## config.mk

```make
export PLATFORM = sky130hd
export DESIGN_NAME = qos_classifier
export DESIGN_NICKNAME = d
export VERILOG_FILES = /design/src/rtl/qos_cls_pkg.sv /design/src/rtl/qos_strap_latch.sv /design/src/rtl/qos_hdr_parser.sv /design/src/rtl/qos_prio_merge.sv /design/src/rtl/qos_classifier.sv
export SDC_FILE = /design/constraint.sdc
export NUM_CORES = 1
export LEC_CHECK = 0
export ABC_AREA = 1
export CORE_MARGIN = 1
export CORE_UTILIZATION = 60
export DETAILED_ROUTE_END_ITERATION = 8
export HOLD_SLACK_MARGIN = 0.05
export MAX_ROUTING_LAYER = met4
export PLACE_DENSITY = 0.84
export SYNTH_ARGS = -nofsm -noshare
export SYNTH_HDL_FRONTEND = slang
export SYNTH_SLANG_ARGS = --single-unit
```

## constraint.sdc

```tcl
create_clock -name clk_i -period 2.92 [get_ports clk_i]
set_input_delay 0.73 -clock clk_i [delete_from_list [all_inputs] [get_ports clk_i]]
set_output_delay 0.73 -clock clk_i [all_outputs]
set_load 0.02 [all_outputs]
```

## src/rtl/qos_cls_pkg.sv

```systemverilog
package qos_cls_pkg;

  typedef struct packed {
    logic [1:0] port_mode;
    logic       vlan_en;
    logic       ds_en;
  } qos_cfg_t;

  // EF, AF11/21/31/41, class selectors 6 and 7
  function automatic logic dscp_is_high(input logic [5:0] d);
    logic hit;
    unique case (d)
      6'd46, 6'd10, 6'd18, 6'd26, 6'd34: hit = 1'b1;
      default:                           hit = (d[5:4] == 2'b11) && (d[2:0] == 3'b000);
    endcase
    return hit;
  endfunction

endpackage

```

## src/rtl/qos_strap_latch.sv

```systemverilog
module qos_strap_latch
  import qos_cls_pkg::*;
(
  input  logic       clk_i,
  input  logic       rst_ni,
  input  logic [1:0] port_pri_i,
  input  logic       vlan_en_i,
  input  logic       ds_en_i,
  output qos_cfg_t   cfg_o
);

  logic     lock_q;
  qos_cfg_t cfg_q;

  always_ff @(posedge clk_i or negedge rst_ni) begin
    if (!rst_ni) begin
      lock_q <= 1'b0;
      cfg_q  <= '0;
    end else if (!lock_q) begin
      lock_q <= 1'b1;
      cfg_q  <= '{port_mode: port_pri_i, vlan_en: vlan_en_i, ds_en: ds_en_i};
    end
  end

  assign cfg_o = cfg_q;

  assert_cfg_frozen_R1: assert property (@(posedge clk_i) disable iff (!rst_ni)
    lock_q |=> $stable(cfg_q));

endmodule

```

## src/rtl/qos_hdr_parser.sv

```systemverilog
module qos_hdr_parser #(
  parameter int          CNT_W   = 5,
  parameter logic [15:0] TPID    = 16'h8100,
  parameter logic [15:0] IP_TYPE = 16'h0800,
  parameter int          PCP_MIN = 4
) (
  input  logic       clk_i,
  input  logic       rst_ni,
  input  logic       valid_i,
  input  logic       sof_i,
  input  logic       eof_i,
  input  logic [7:0] data_i,
  output logic       fire_o,
  output logic       frame_done_o,
  output logic       vlan_hi_o,
  output logic       ds_valid_o,
  output logic [5:0] dscp_o
);

  localparam logic [CNT_W-1:0] IDX_TYPE_HI_U = CNT_W'(12);
  localparam logic [CNT_W-1:0] IDX_TYPE_LO_U = CNT_W'(13);
  localparam logic [CNT_W-1:0] IDX_PCP       = CNT_W'(14);
  localparam logic [CNT_W-1:0] IDX_TYPE_HI_T = CNT_W'(16);
  localparam logic [CNT_W-1:0] IDX_TYPE_LO_T = CNT_W'(17);
  localparam logic [CNT_W-1:0] IDX_IP0_U     = CNT_W'(14);
  localparam logic [CNT_W-1:0] IDX_IP0_T     = CNT_W'(18);
  localparam logic [CNT_W-1:0] IDX_IP1_U     = CNT_W'(15);
  localparam logic [CNT_W-1:0] IDX_IP1_T     = CNT_W'(19);
  localparam logic [CNT_W-1:0] IDX_MAX       = '1;
  localparam logic [2:0]       PCP_THR       = 3'(PCP_MIN);

  logic [CNT_W-1:0] cnt_q, idx, ip0, ip1;
  logic             tagged_q, ip_q, done_q, pcp_ok_q;
  logic [7:0]       hi_q, ver_q;
  logic [2:0]       pcp_q;

  logic        tag_now, ip_now, done_now, pcp_ok_now;
  logic [15:0] etype;
  logic        at_tpid, at_inner, tag_set, type_seen, ip_set;
  logic        at_ip0, at_ip1, at_pcp, final_byte, fire;
  logic [3:0]  ver_nib;

  always_comb begin
    idx        = sof_i ? '0 : cnt_q;
    tag_now    = !sof_i && tagged_q;
    ip_now     = !sof_i && ip_q;
    done_now   = !sof_i && done_q;
    pcp_ok_now = !sof_i && pcp_ok_q;
    ip0        = tag_now ? IDX_IP0_T : IDX_IP0_U;
    ip1        = tag_now ? IDX_IP1_T : IDX_IP1_U;
    etype      = {hi_q, data_i};
    at_tpid    = !tag_now && (idx == IDX_TYPE_LO_U);
    at_inner   = tag_now && (idx == IDX_TYPE_LO_T);
    tag_set    = at_tpid && (etype == TPID);
    type_seen  = (at_tpid && !tag_set) || at_inner;
    ip_set     = type_seen && (etype == IP_TYPE);
    at_ip0     = ip_now && (idx == ip0);
    at_ip1     = ip_now && (idx == ip1);
    at_pcp     = tag_now && (idx == IDX_PCP);
    final_byte = (type_seen && !ip_set) || at_ip1;
    fire       = valid_i && !done_now && (final_byte || eof_i);
    ver_nib    = ver_q[7:4];
  end

  always_ff @(posedge clk_i or negedge rst_ni) begin
    if (!rst_ni) begin
      cnt_q    <= '0;
      tagged_q <= 1'b0;
      ip_q     <= 1'b0;
      done_q   <= 1'b0;
      pcp_ok_q <= 1'b0;
      hi_q     <= '0;
      ver_q    <= '0;
      pcp_q    <= '0;
    end else if (valid_i) begin
      cnt_q    <= (idx == IDX_MAX) ? idx : idx + CNT_W'(1);
      tagged_q <= tag_now || tag_set;
      ip_q     <= ip_now || ip_set;
      done_q   <= done_now || fire;
      pcp_ok_q <= pcp_ok_now || at_pcp;
      if (idx == IDX_TYPE_HI_U || (tag_now && idx == IDX_TYPE_HI_T)) hi_q <= data_i;
      if (at_ip0) ver_q <= data_i;
      if (at_pcp) pcp_q <= data_i[7:5];
    end
  end

  assign fire_o       = fire;
  assign frame_done_o = done_now;
  assign vlan_hi_o    = tag_now && (at_pcp ? (data_i[7:5] >= PCP_THR)
                                           : (pcp_ok_now && pcp_q >= PCP_THR));
  assign ds_valid_o   = at_ip1 && (ver_nib == 4'd4 || ver_nib == 4'd6);
  assign dscp_o       = (ver_nib == 4'd6) ? {ver_q[3:0], data_i[7:6]} : data_i[7:2];

  // a byte slot with valid low must not disturb the frame position
  assert_gap_hold_R11: assert property (@(posedge clk_i) disable iff (!rst_ni)
    !valid_i |=> $stable(cnt_q) && $stable(done_q));

endmodule

```

## src/rtl/qos_prio_merge.sv

```systemverilog
module qos_prio_merge
  import qos_cls_pkg::*;
#(
  parameter int PORT_W = 4
) (
  input  logic              clk_i,
  input  logic              rst_ni,
  input  qos_cfg_t          cfg_i,
  input  logic              valid_i,
  input  logic              sof_i,
  input  logic [PORT_W-1:0] port_id_i,
  input  logic              fire_i,
  input  logic              vlan_hi_i,
  input  logic              ds_valid_i,
  input  logic [5:0]        dscp_i,
  output logic              prio_valid_o,
  output logic              prio_high_o
);

  logic [PORT_W-1:0] port_q, port_now;
  logic [PORT_W:0]   port_lim;
  logic              port_hit, high;
  logic              valid_q, high_q;

  always_comb begin
    port_now = sof_i ? port_id_i : port_q;
    unique case (cfg_i.port_mode)
      2'b01:   port_lim = (PORT_W+1)'(2);
      2'b10:   port_lim = (PORT_W+1)'(4);
      2'b11:   port_lim = (PORT_W+1)'(8);
      default: port_lim = '0;
    endcase
    port_hit = {1'b0, port_now} < port_lim;
    high     = port_hit
             || (cfg_i.vlan_en && vlan_hi_i)
             || (cfg_i.ds_en && ds_valid_i && dscp_is_high(dscp_i));
  end

  always_ff @(posedge clk_i or negedge rst_ni) begin
    if (!rst_ni) begin
      port_q  <= '0;
      valid_q <= 1'b0;
      high_q  <= 1'b0;
    end else begin
      if (valid_i && sof_i) port_q <= port_id_i;
      valid_q <= fire_i;
      high_q  <= fire_i && high;
    end
  end

  assign prio_valid_o = valid_q;
  assign prio_high_o  = high_q;

endmodule

```

## src/rtl/qos_classifier.sv

```systemverilog
module qos_classifier
  import qos_cls_pkg::*;
#(
  parameter int PORT_W = 4,
  parameter int CNT_W  = 5
) (
  input  logic              clk_i,
  input  logic              rst_ni,
  input  logic [1:0]        strap_port_pri_i,
  input  logic              strap_vlan_pri_i,
  input  logic              strap_ds_pri_i,
  input  logic              valid_i,
  input  logic              sof_i,
  input  logic              eof_i,
  input  logic [7:0]        data_i,
  input  logic [PORT_W-1:0] port_id_i,
  output logic              prio_valid_o,
  output logic              prio_high_o
);

  qos_cfg_t   cfg;
  logic       fire, frame_done, vlan_hi, ds_valid;
  logic [5:0] dscp;

  qos_strap_latch i_strap (
    .clk_i      (clk_i),
    .rst_ni     (rst_ni),
    .port_pri_i (strap_port_pri_i),
    .vlan_en_i  (strap_vlan_pri_i),
    .ds_en_i    (strap_ds_pri_i),
    .cfg_o      (cfg)
  );

  qos_hdr_parser #(.CNT_W(CNT_W)) i_parser (
    .clk_i        (clk_i),
    .rst_ni       (rst_ni),
    .valid_i      (valid_i),
    .sof_i        (sof_i),
    .eof_i        (eof_i),
    .data_i       (data_i),
    .fire_o       (fire),
    .frame_done_o (frame_done),
    .vlan_hi_o    (vlan_hi),
    .ds_valid_o   (ds_valid),
    .dscp_o       (dscp)
  );

  qos_prio_merge #(.PORT_W(PORT_W)) i_merge (
    .clk_i        (clk_i),
    .rst_ni       (rst_ni),
    .cfg_i        (cfg),
    .valid_i      (valid_i),
    .sof_i        (sof_i),
    .port_id_i    (port_id_i),
    .fire_i       (fire),
    .vlan_hi_i    (vlan_hi),
    .ds_valid_i   (ds_valid),
    .dscp_i       (dscp),
    .prio_valid_o (prio_valid_o),
    .prio_high_o  (prio_high_o)
  );

  assert_eof_strobe_R8: assert property (@(posedge clk_i) disable iff (!rst_ni)
    valid_i && eof_i && !frame_done |=> prio_valid_o);

  assert_idle_quiet_R11: assert property (@(posedge clk_i) disable iff (!rst_ni)
    !valid_i |=> !prio_valid_o);

  assert_high_qualified_R10: assert property (@(posedge clk_i) disable iff (!rst_ni)
    !prio_valid_o |-> !prio_high_o);

  assert_port_range_R2: assert property (@(posedge clk_i) disable iff (!rst_ni)
    valid_i && sof_i && eof_i && cfg.port_mode == 2'b11 && port_id_i < PORT_W'(8)
    |=> prio_high_o);

  assert_short_low_R9: assert property (@(posedge clk_i) disable iff (!rst_ni)
    valid_i && sof_i && eof_i && cfg.port_mode == 2'b00 |=> !prio_high_o);

endmodule

```

==> results of run 1 <==
## worst max-delay path by stage
stage          startpoint                end  cells past startpoint
6_report            sof_i  i_parser.ver_q[0]                      9
5_1_grt             sof_i  i_parser.ver_q[7]                      9
4_1_cts             sof_i  i_parser.ver_q[7]                      9
3_5_place_dp        sof_i  i_parser.ver_q[7]                      9
3_3_place_gp        sof_i  i_parser.ver_q[6]                      9
2_1_floorplan       sof_i  i_parser.ver_q[6]                      9
## synthesized netlist by cell type (all sizes together) (2+ instances only)
cell | count | area (sq um)
nand2 | 78 | 313
dfrtp | 36 | 901
inv | 34 | 135
o21ai | 30 | 221
nor2 | 20 | 116
nand3 | 16 | 115
a21oi | 7 | 38.8
ha | 6 | 75.1
buf | 4 | 42.5
nand3b | 4 | 30.0
nand4 | 4 | 25.0
a22oi | 3 | 22.5
mux2 | 3 | 33.8
a31oi | 2 | 12.5
nor3 | 2 | 10.0
## metal layers
| metal | vias to the layer above | wire length (microns) | track usage | part of all wire |
|---|---|---|---|---|
| met1 | 777 | 1800 | 0.285 | 0.46 |
| met3 | 6 | 141 | 0.0642 | 0.036 |
| li1 | 884 | - | - | - |
| met2 | 31 | 1900 | 0.382 | 0.49 |
| met4 | 0 | 65 | 0.0984 | 0.017 |
| met5 | - | 0 | - | 0 |
## report_power, final
part | switching, uW | leakage, uW | internal (uW) | total [uW]
Combinational | 135 | 0.000661 | 112 | 247
Sequential | 46.7 | 0.000464 | 564 | 611
Clock | 169 | 0.0000349 | 92.3 | 261
Total | 350 | 0.00116 | 768 | 1120
## stage by stage
step / total power [uW] / hold slack (ns) / std cells / cell area (sq um) / utilization
final: 1120 / 0.490 / 328 / 2450 / 0.722
after global routing: 1190 / 0.517 / 328 / 2450 / 0.722
after CTS: 1130 / 0.489 / 328 / 2450 / 0.722
after detailed placement: 869 / 0.459 / 320 / 2390 / 0.706
after global placement: 858 / 0.456 / 320 / 2390 / 0.706
after floorplan: 790 / 0.434 / 255 / 2150 / -
## area by class of cell
| type | count | area, sq um | share of cell area |
|---|---|---|---|
| flip-flops and latches | 36 | 901 | 0.368 |
| clock inverters | 3 | 18.8 | 0.00766 |
| well taps | 46 | 57.6 | 0.0235 |
| clock buffers | 5 | 37.5 | 0.0153 |
| multi-input cells | 180 | 1060 | 0.435 |
| repair buffers | 23 | 225 | 0.0920 |
| inverters | 35 | 144 | 0.0588 |
## sequential cells by signal (all words and copies together) (netlist names)
register,cells
i_parser.hi_q,8
i_strap.cfg_o,4
i_strap.lock_q,1
i_parser.pcp_q,1
i_merge.prio_valid_o,1
i_parser.cnt_q,5
i_parser.tagged_q,1
i_merge.port_q,3
i_parser.done_q,1
i_parser.pcp_ok_q,1
i_parser.ver_q,8
i_parser.ip_q,1
i_merge.prio_high_o,1
## worst reg2reg max path: cells and delay by family, from the launching register on
family	cells	cell delay [ns]
simple gates	5	0.73
flops	1	0.39
fa+ha+maj	1	0.17
compound gates	1	0.06
buf+inv	2	0.17
## kinds of logic (layout without fill, tap and decap cells)
group	Yosys count	count (layout)
compound gates	43	43
xor+xnor	1	1
fa+ha+maj	6	6
buf+inv	39	66
flops	36	36
mux	3	3
other cells	1	1
simple gates	126	126
==> tab_implementation.tex, run 1 <==
\begin{tabular}{lr}
\hline
Metric & Value \\
\hline
\multicolumn{2}{l}{\textbf{Worst setup path}} \\
\quad Reg-to-Reg Start & i\_parser.cnt\_q[0] \\
\quad Cells on worst reg2reg path & 9 \\
\quad Data required time of the worst path & about 3.2 ns \\
\quad CP endpoint kind & register \\
\quad Type of origin of the critical path & input port \\
\quad Type of the setup path with the least slack & input port to register \\
\quad Critical path's largest stage delay & 0.66 ns \\
\quad Reg-to-reg critical path endpoint & i\_parser.ver\_q[0] \\
\quad Delay-heaviest family, CP & simple AND/OR/NAND/NOR gates \\
\quad Buffering stage count on the worst path with inverters included & 2 \\
\quad Slowest-stage cell, CP & sky130\_fd\_sc\_hd\_\_clkdlybuf4s50\_1 \\
\quad Slack of the worst reg-to-reg path & 1.33 ns \\
\quad Crit-path max FO & 16 \\
\quad Arrival time at the worst endpoint & around 2.5 ns \\
\quad List of cells traversed by the critical path & clkdlybuf4s50\_1 > nor2\_1 > inv\_1 > ha\_1 > nand2\_1 > nor2\_1 > nand3\_4 > nand2\_1 > o21ai\_2 \\
\multicolumn{2}{l}{\textbf{STA}} \\
\quad Setup TNS Final & 0 ns \\
\quad Final critical path time including I/O delays and setup & between 2 and 2.5 ns \\
\quad Maximum clock rate & 439 MHz \\
\quad \# setup viols final & 0 \\
\quad Post-route worst setup slack & roughly 0.64 ns \\
\quad Final worst path period share & 0.780 \\
\quad Hold Fails Final Rpt & 0 \\
\quad Worst clock skew on the final layout & roughly 0.017 ns \\
\quad Final-report max-slew violation count & 0 \\
\quad RSZ-0062 raised after global routing & no \\
\quad Headroom to the max-slew limit & 0.623 \\
\quad Slew at the pin closest to its max-slew limit & between 0.5 and 0.6 ns \\
\multicolumn{2}{l}{\textbf{Final layout}} \\
\quad Number of nets at the end of the flow & roughly 310 \\
\quad Commonest non-fill, non-tap cells in the layout & sky130\_fd\_sc\_hd\_\_nand2\_1, sky130\_fd\_sc\_hd\_\_dfrtp\_1, sky130\_fd\_sc\_hd\_\_inv\_1 \\
\quad Antenna cells & 0 \\
\quad Fill cell instance count of the final layout & roughly 270 \\
\quad Most common cell after layout, fill and taps aside & sky130\_fd\_sc\_hd\_\_nand2\_1 \\
\quad Area growth from synthesis to final layout & 13.8\% \\
\quad Fraction of final layout cells with drive strength greater than 1 & 0.191 \\
\multicolumn{2}{l}{\textbf{Drt}} \\
\quad Vias per Instance & 5.18 \\
\quad Number of DRC violations after detailed-routing iteration 0 & between 60 and 70 \\
\quad Total iterations of the first detailed-routing run & 4 \\
\quad DRC violation count after routing & 0 \\
\quad Wire length per cell after detailed routing & between 10 and 15 microns \\
\quad Antenna violation net count after detailed routing & 0 \\
\quad Via count & $\sim$1,700 \\
\quad Total wire length after detailed routing & 3910 microns \\
\multicolumn{2}{l}{\textbf{Floorplanning}} \\
\quad Row count & 21 \\
\quad Width of the die & between 60 and 70 microns \\
\quad Die area & $\sim$3800 sq um \\
\quad Core outline area & 3390 sq um \\
\quad I/O pin total & 23 \\
\quad Initial core utilization & 0.635 \\
\quad Die Span Y & approximately 62 microns \\
\multicolumn{2}{l}{\textbf{Clock network}} \\
\quad Setup Fix Bufs, Post-CTS & 0 \\
\quad TritonCTS clock tree & done \\
\quad TritonCTS Sinks & 36 \\
\quad Clock-pin slew reported for the worst setup and hold paths after clock tree synthesis & around 0.11 ns \\
\quad Buffer depth of the longest clock path & 2 \\
\quad Clock insertion delay at the later pin of the skew report & around 0.35 ns \\
\quad Maximum level of the CTS H-tree & 2 \\
\quad Number of gates resized after CTS & 0 \\
\quad Clock tree root buffer cell & sky130\_fd\_sc\_hd\_\_clkbuf\_4 \\
\quad Number of buffers added to fix hold violations after cts & 0 \\
\quad Number of clock buffers inserted by TritonCTS & 5 \\
\multicolumn{2}{l}{\textbf{Global route}} \\
\quad Global-route wire length before repair & 6200 microns \\
\quad Final global-route overflow total & 0 \\
\quad Overall fraction of global-route tracks in use & 0.239 \\
\quad Vias in the first global route & 1,440 \\
\quad Pin count of the biggest net entering global routing & 37 \\
\quad Number of antenna violations at the first check in global routing & 0 \\
\multicolumn{2}{l}{\textbf{Synth}} \\
\quad Number of flops mapped to enable cells by yosys & 0 \\
\quad Simple-gate area share of the yosys netlist & 0.289 \\
\quad Top\_reg\_cell synth & sky130\_fd\_sc\_hd\_\_dfrtp\_1 \\
\quad Main combinational cell family by area after synthesis & simple AND/OR/NAND/NOR gates \\
\quad Distinct cell type count of the synthesized netlist & 35 \\
\quad Sequential-to-total area share from yosys stat & 0.419 \\
\quad Mapped Nets & 282 \\
\quad Async set or reset register ratio after synthesis & 1.00 \\
\quad Post-Synthesis Mean Instance Area & $\sim$8.4 sq um \\
\quad Synth Warn \# & 0 \\
\quad Post-synthesis instance area & about 2200 sq um \\
\quad Post-Synth Adder-Cell Area & 0.0349 \\
\quad Share of synthesized area spent on multiplexers & 0.0157 \\
\quad Post-synthesis share of cell area spent on xor and xnor gates & 0.00407 \\
\quad Complex-gate fraction of the synthesized area & 0.149 \\
\quad Cells after synthesis & 255 \\
\quad Flip-flop and latch count after synthesis & 36 \\
\multicolumn{2}{l}{\textbf{Pwr}} \\
\quad Leakage & 0.00116 uW \\
\quad PwrDens & 457 nW/um\^{}2 \\
\quad Maximum resistive drop on vdd & 292 uV \\
\multicolumn{2}{l}{\textbf{Worst hold path}} \\
\quad Critical hold path startpoint & i\_parser.ver\_q[2] \\
\quad Endpoint of the worst hold-timing path & i\_parser.ver\_q[2] \\
\quad Min-delay worst type & register to register \\
\quad Number of cells traversed by the worst hold path & 2 \\
\multicolumn{2}{l}{\textbf{Place}} \\
\quad GP Congestion & $\sim$0.8 \\
\quad Post-DP HPWL & between 2000 and 3000 microns \\
\quad Number of port buffers & 21 \\
\quad Dpl ws & approximately 0.26 ns \\
\multicolumn{2}{l}{\textbf{Job}} \\
\quad Number of maximum-capacitance violations & 0 \\
\multicolumn{2}{l}{\textbf{Outcome}} \\
\quad Result of the run & complete, no violations \\
\hline
\end{tabular}
Note: power is estimated with default switching activity, not from simulation.
==> run 2: changes to the inputs <==
--- a/config.mk
+++ b/config.mk
@@ -7,11 +7,11 @@
 export LEC_CHECK = 0
 export ABC_AREA = 1
 export CORE_MARGIN = 1
-export CORE_UTILIZATION = 60
+export CORE_UTILIZATION = 51
 export DETAILED_ROUTE_END_ITERATION = 8
 export HOLD_SLACK_MARGIN = 0.05
 export MAX_ROUTING_LAYER = met4
-export PLACE_DENSITY = 0.84
+export PLACE_DENSITY = 0.76
 export SYNTH_ARGS = -nofsm -noshare
 export SYNTH_HDL_FRONTEND = slang
 export SYNTH_SLANG_ARGS = --single-unit
==> constraint.sdc (replaced) <==
create_clock -name clk_i -period 2.02 [get_ports clk_i]
set_input_delay 0.505 -clock clk_i [delete_from_list [all_inputs] [get_ports clk_i]]
set_output_delay 0.505 -clock clk_i [all_outputs]
set_load 0.02 [all_outputs]
==> run 2 against run 1 <==
Effect of this change:
- wire length grew 11%
- cell count grew 8.5%
- combinational power grew 61%
- critical path depth shrank 8
- die area grew 17%
- largest power group unchanged
- largest cell class unchanged
- clock skew shrank 0.013 ns
- critical path type is now register to output port
- worst hold slack lost 0.25 ns
==> tab_implementation.tex, run 2 (synthesized netlist as in run 1, its figures left out) <==
\begin{tabular}{lr}
\hline
Metric & Value \\
\hline
\multicolumn{2}{l}{\textbf{Worst setup path}} \\
\quad Crit-path max FO & 1 (was 16) \\
\quad CP endpoint kind & output port (was register) \\
\quad Slowest-stage cell, CP & sky130\_fd\_sc\_hd\_\_clkdlybuf4s50\_1 (unchanged) \\
\quad Critical path's largest stage delay & 0.59 ns (was 0.66 ns) \\
\quad Type of origin of the critical path & register (was input port) \\
\quad Buffering stage count on the worst path with inverters included & 1 (was 2) \\
\quad Reg-to-Reg Start & i\_parser.cnt\_q[1] (was i\_parser.cnt\_q[0]) \\
\quad Arrival time at the worst endpoint & 1.22 ns (was 2.53 ns) \\
\quad Type of the setup path with the least slack & register to output port (was input port to register) \\
\quad Data required time of the worst path & 1.51 ns (was 3.17 ns) \\
\quad Delay-heaviest family, CP & buffers and inverters (was simple AND/OR/NAND/NOR gates) \\
\quad List of cells traversed by the critical path & clkdlybuf4s50\_1 (was clkdlybuf4s50\_1 > nor2\_1 > inv\_1 > ha\_1 > nand2\_1 > nor2\_1 > nand3\_4 > nand2\_1 > o21ai\_2) \\
\quad Crit. Startpoint & i\_merge.prio\_valid\_o (was sof\_i) \\
\multicolumn{2}{l}{\textbf{Final layout}} \\
\quad Number of nets at the end of the flow & 332 (was 308) \\
\quad Sequential cell area in the final layout & 901 sq um (unchanged) \\
\quad Area growth from synthesis to final layout & 26.3\% (was 13.8\%) \\
\quad Commonest non-fill, non-tap cells in the layout & sky130\_fd\_sc\_hd\_\_nand2\_1, sky130\_fd\_sc\_hd\_\_dfrtp\_1, sky130\_fd\_sc\_hd\_\_inv\_1 (unchanged) \\
\quad Most common cell after layout, fill and taps aside & sky130\_fd\_sc\_hd\_\_nand2\_1 (unchanged) \\
\quad Finished layout cell area & 2720 sq um (was 2450 sq um) \\
\quad Fraction of final layout cells with drive strength greater than 1 & 0.265 (was 0.191) \\
\quad Antenna cells & 0 (unchanged) \\
\quad Registers with the most flip-flops & i\_parser.hi\_q x8, i\_parser.ver\_q x8, i\_parser.cnt\_q x5 (unchanged) \\
\quad Area of the multi-input gates & 1070 sq um (was 1060 sq um) \\
\quad Number of cells in the finished layout apart from fillers & 356 (was 328) \\
\quad Fill cell instance count of the final layout & 323 (was 272) \\
\multicolumn{2}{l}{\textbf{Drt}} \\
\quad Total wire length after detailed routing & 4320 microns (was 3910 microns) \\
\quad Number of DRC violations after detailed-routing iteration 0 & 82 (was 66) \\
\quad Via count & 1,790 (was 1,698) \\
\quad Antenna violation net count after detailed routing & 0 (unchanged) \\
\quad DRC violation count after routing & 0 (unchanged) \\
\quad Wire length per cell after detailed routing & 12.1 microns (was 11.9 microns) \\
\quad Total iterations of the first detailed-routing run & 4 (unchanged) \\
\quad Vias per Instance & 5.03 (was 5.18) \\
\multicolumn{2}{l}{\textbf{Floorplanning}} \\
\quad Row count & 23 (was 21) \\
\quad Die Span Y & 67.0 microns (was 61.9 microns) \\
\quad Die area & 4480 sq um (was 3830 sq um) \\
\quad Width of the die & 67.0 microns (was 61.9 microns) \\
\quad Initial core utilization & 0.534 (was 0.635) \\
\quad I/O pin total & 23 (unchanged) \\
\quad Core outline area & 4030 sq um (was 3390 sq um) \\
\multicolumn{2}{l}{\textbf{STA}} \\
\quad Final-report max-slew violation count & 0 (unchanged) \\
\quad RSZ-0062 raised after global routing & no (unchanged) \\
\quad Hold Fails Final Rpt & 0 (unchanged) \\
\quad Worst clock skew on the final layout & 0.00359 ns (was 0.0166 ns) \\
\quad Post-route worst setup slack & 0.293 ns (was 0.642 ns) \\
\quad Maximum clock rate & about 580 MHz \\
\quad \# setup viols final & 0 (unchanged) \\
\quad Final critical path time including I/O delays and setup & 1.73 ns \\
\quad Final worst path period share & 0.855 \\
\multicolumn{2}{l}{\textbf{Clock network}} \\
\quad Maximum level of the CTS H-tree & 2 (unchanged) \\
\quad Clock insertion delay at the later pin of the skew report & 0.29 ns (was 0.35 ns) \\
\quad Buffer depth of the longest clock path & 2 (unchanged) \\
\quad Clock tree root buffer cell & sky130\_fd\_sc\_hd\_\_clkbuf\_8 (was sky130\_fd\_sc\_hd\_\_clkbuf\_4) \\
\quad Number of clock buffers inserted by TritonCTS & 5 (unchanged) \\
\quad TritonCTS Sinks & 36 (unchanged) \\
\quad Clock-pin slew reported for the worst setup and hold paths after clock tree synthesis & 0.07 ns (was 0.11 ns) \\
\quad TritonCTS clock tree & done (unchanged) \\
\multicolumn{2}{l}{\textbf{Pwr}} \\
\quad Switching power total & 541 uW (was 350 uW) \\
\quad Sw frac & 0.283 (was 0.313) \\
\quad PwrDens & 704 nW/um\^{}2 (was 457 nW/um\^{}2) \\
\quad P\_int & 1370 uW (was 768 uW) \\
\quad Combinational share of power & 0.208 (was 0.221) \\
\quad Leakage & 0.00132 uW (was 0.00116 uW) \\
\quad Sequential Power Share & 0.463 (was 0.546) \\
\quad Clock share of power & 0.329 (was 0.233) \\
\quad Maximum resistive drop on vdd & 511 uV (was 292 uV) \\
\quad Overall Power & 1910 uW (was 1120 uW) \\
\multicolumn{2}{l}{\textbf{Global route}} \\
\quad Met1 layer usage reported by global route & 0.261 (was 0.285) \\
\quad Met2 track utilization from global routing & 0.394 (was 0.382) \\
\quad Final global-route overflow total & 0 (unchanged) \\
\quad Global-route wire length before repair & 7320 microns (was 6200 microns) \\
\quad Overall fraction of global-route tracks in use & 0.229 (was 0.239) \\
\quad Routing usage on met3 & 0.0548 (was 0.0642) \\
\quad Vias in the first global route & 1,710 (was 1,440) \\
\quad Pin count of the biggest net entering global routing & 37 (unchanged) \\
\quad Routing layer with the top usage in global route & met2 (unchanged) \\
\quad Number of antenna violations at the first check in global routing & 0 (unchanged) \\
\multicolumn{2}{l}{\textbf{Place}} \\
\quad GP Congestion & 0.826 (was 0.792) \\
\quad Post-DP HPWL & 3400 microns (was 2950 microns) \\
\quad Post-detailed-placement cell area & 2600 sq um (was 2390 sq um) \\
\quad Number of port buffers & 21 (unchanged) \\
\quad Number of placed instances with taps included & 348 (was 320) \\
\quad Dpl ws & -0.208 ns (was 0.261 ns) \\
\multicolumn{2}{l}{\textbf{Outcome}} \\
\quad Result of the run & complete, no violations (unchanged) \\
\multicolumn{2}{l}{\textbf{Job}} \\
\quad Number of maximum-capacitance violations & 0 (unchanged) \\
\multicolumn{2}{l}{\textbf{Worst hold path}} \\
\quad Min-delay worst type & input port to async pin (was register to register) \\
\hline
\end{tabular}
[run 2: cell types whose count changed in the layout (fill, tap and decap cells not counted), moves of 2 or more]
cell and delta:
sky130_fd_sc_hd__clkbuf_4 -5, sky130_fd_sc_hd__buf_4 +22, sky130_fd_sc_hd__clkbuf_8 +5, sky130_fd_sc_hd__clkdlybuf4s50_1 -2, sky130_fd_sc_hd__buf_12 +2
[run 2: metal layers]
layer	up-vias	share of wire
li1	922	-
met1	831	0.44
met2	31	0.51
met3	6	0.038
met4	0	0.012
met5	-	0
[run 2: worst paths after layout]
kind	endpoint	cells past startpoint	slack (ns)
min in group clk_i	i_parser.ver_q[2]	2	0.48
max in group asynchronous	i_parser.tagged_q	2	1.47
worst max register to register	i_parser.ver_q[7]	8	0.43
worst min-delay path	i_parser.cnt_q[0]	2	0.24
worst max-delay path	prio_valid_o	1	0.29
worst min register to register	i_parser.ver_q[2]	2	0.48
[run 2: stage by stage]
step,hold slack (ns),utilization,setup TNS (ns)
after global routing,0.268,0.675,0
after floorplan,0.209,-,0
after detailed placement,0.466,0.645,-3.42
after global placement,0.458,0.645,-3.26
after CTS,0.254,0.672,0
final,0.235,0.675,0
[run 2: cell type report]
type	count	share of cell area
sequential	36	0.331
clock inverter	3	0.0157
multi-input combinational	180	0.394
clock buffer	5	0.0253
tap	50	0.0230
inverter	35	0.0529
timing repair buffer	47	0.157
[run 2: power by group through the flow]
stage / Combinational [uW] / Clock (uW) / Sequential, uW
after floorplan: 257 / 0 / 885
after global placement: 390 / 0 / 892
after detailed placement: 399 / 0 / 901
after CTS: 402 / 645 / 887
after global routing: 450 / 679 / 900
final: 398 / 630 / 886
[run 2: repair_timing]
action	in CTS	in global routing
hold buffers	0	0
buffers inserted	0	0
setup endpoints to repair	0	11
gates resized for setup	0	3
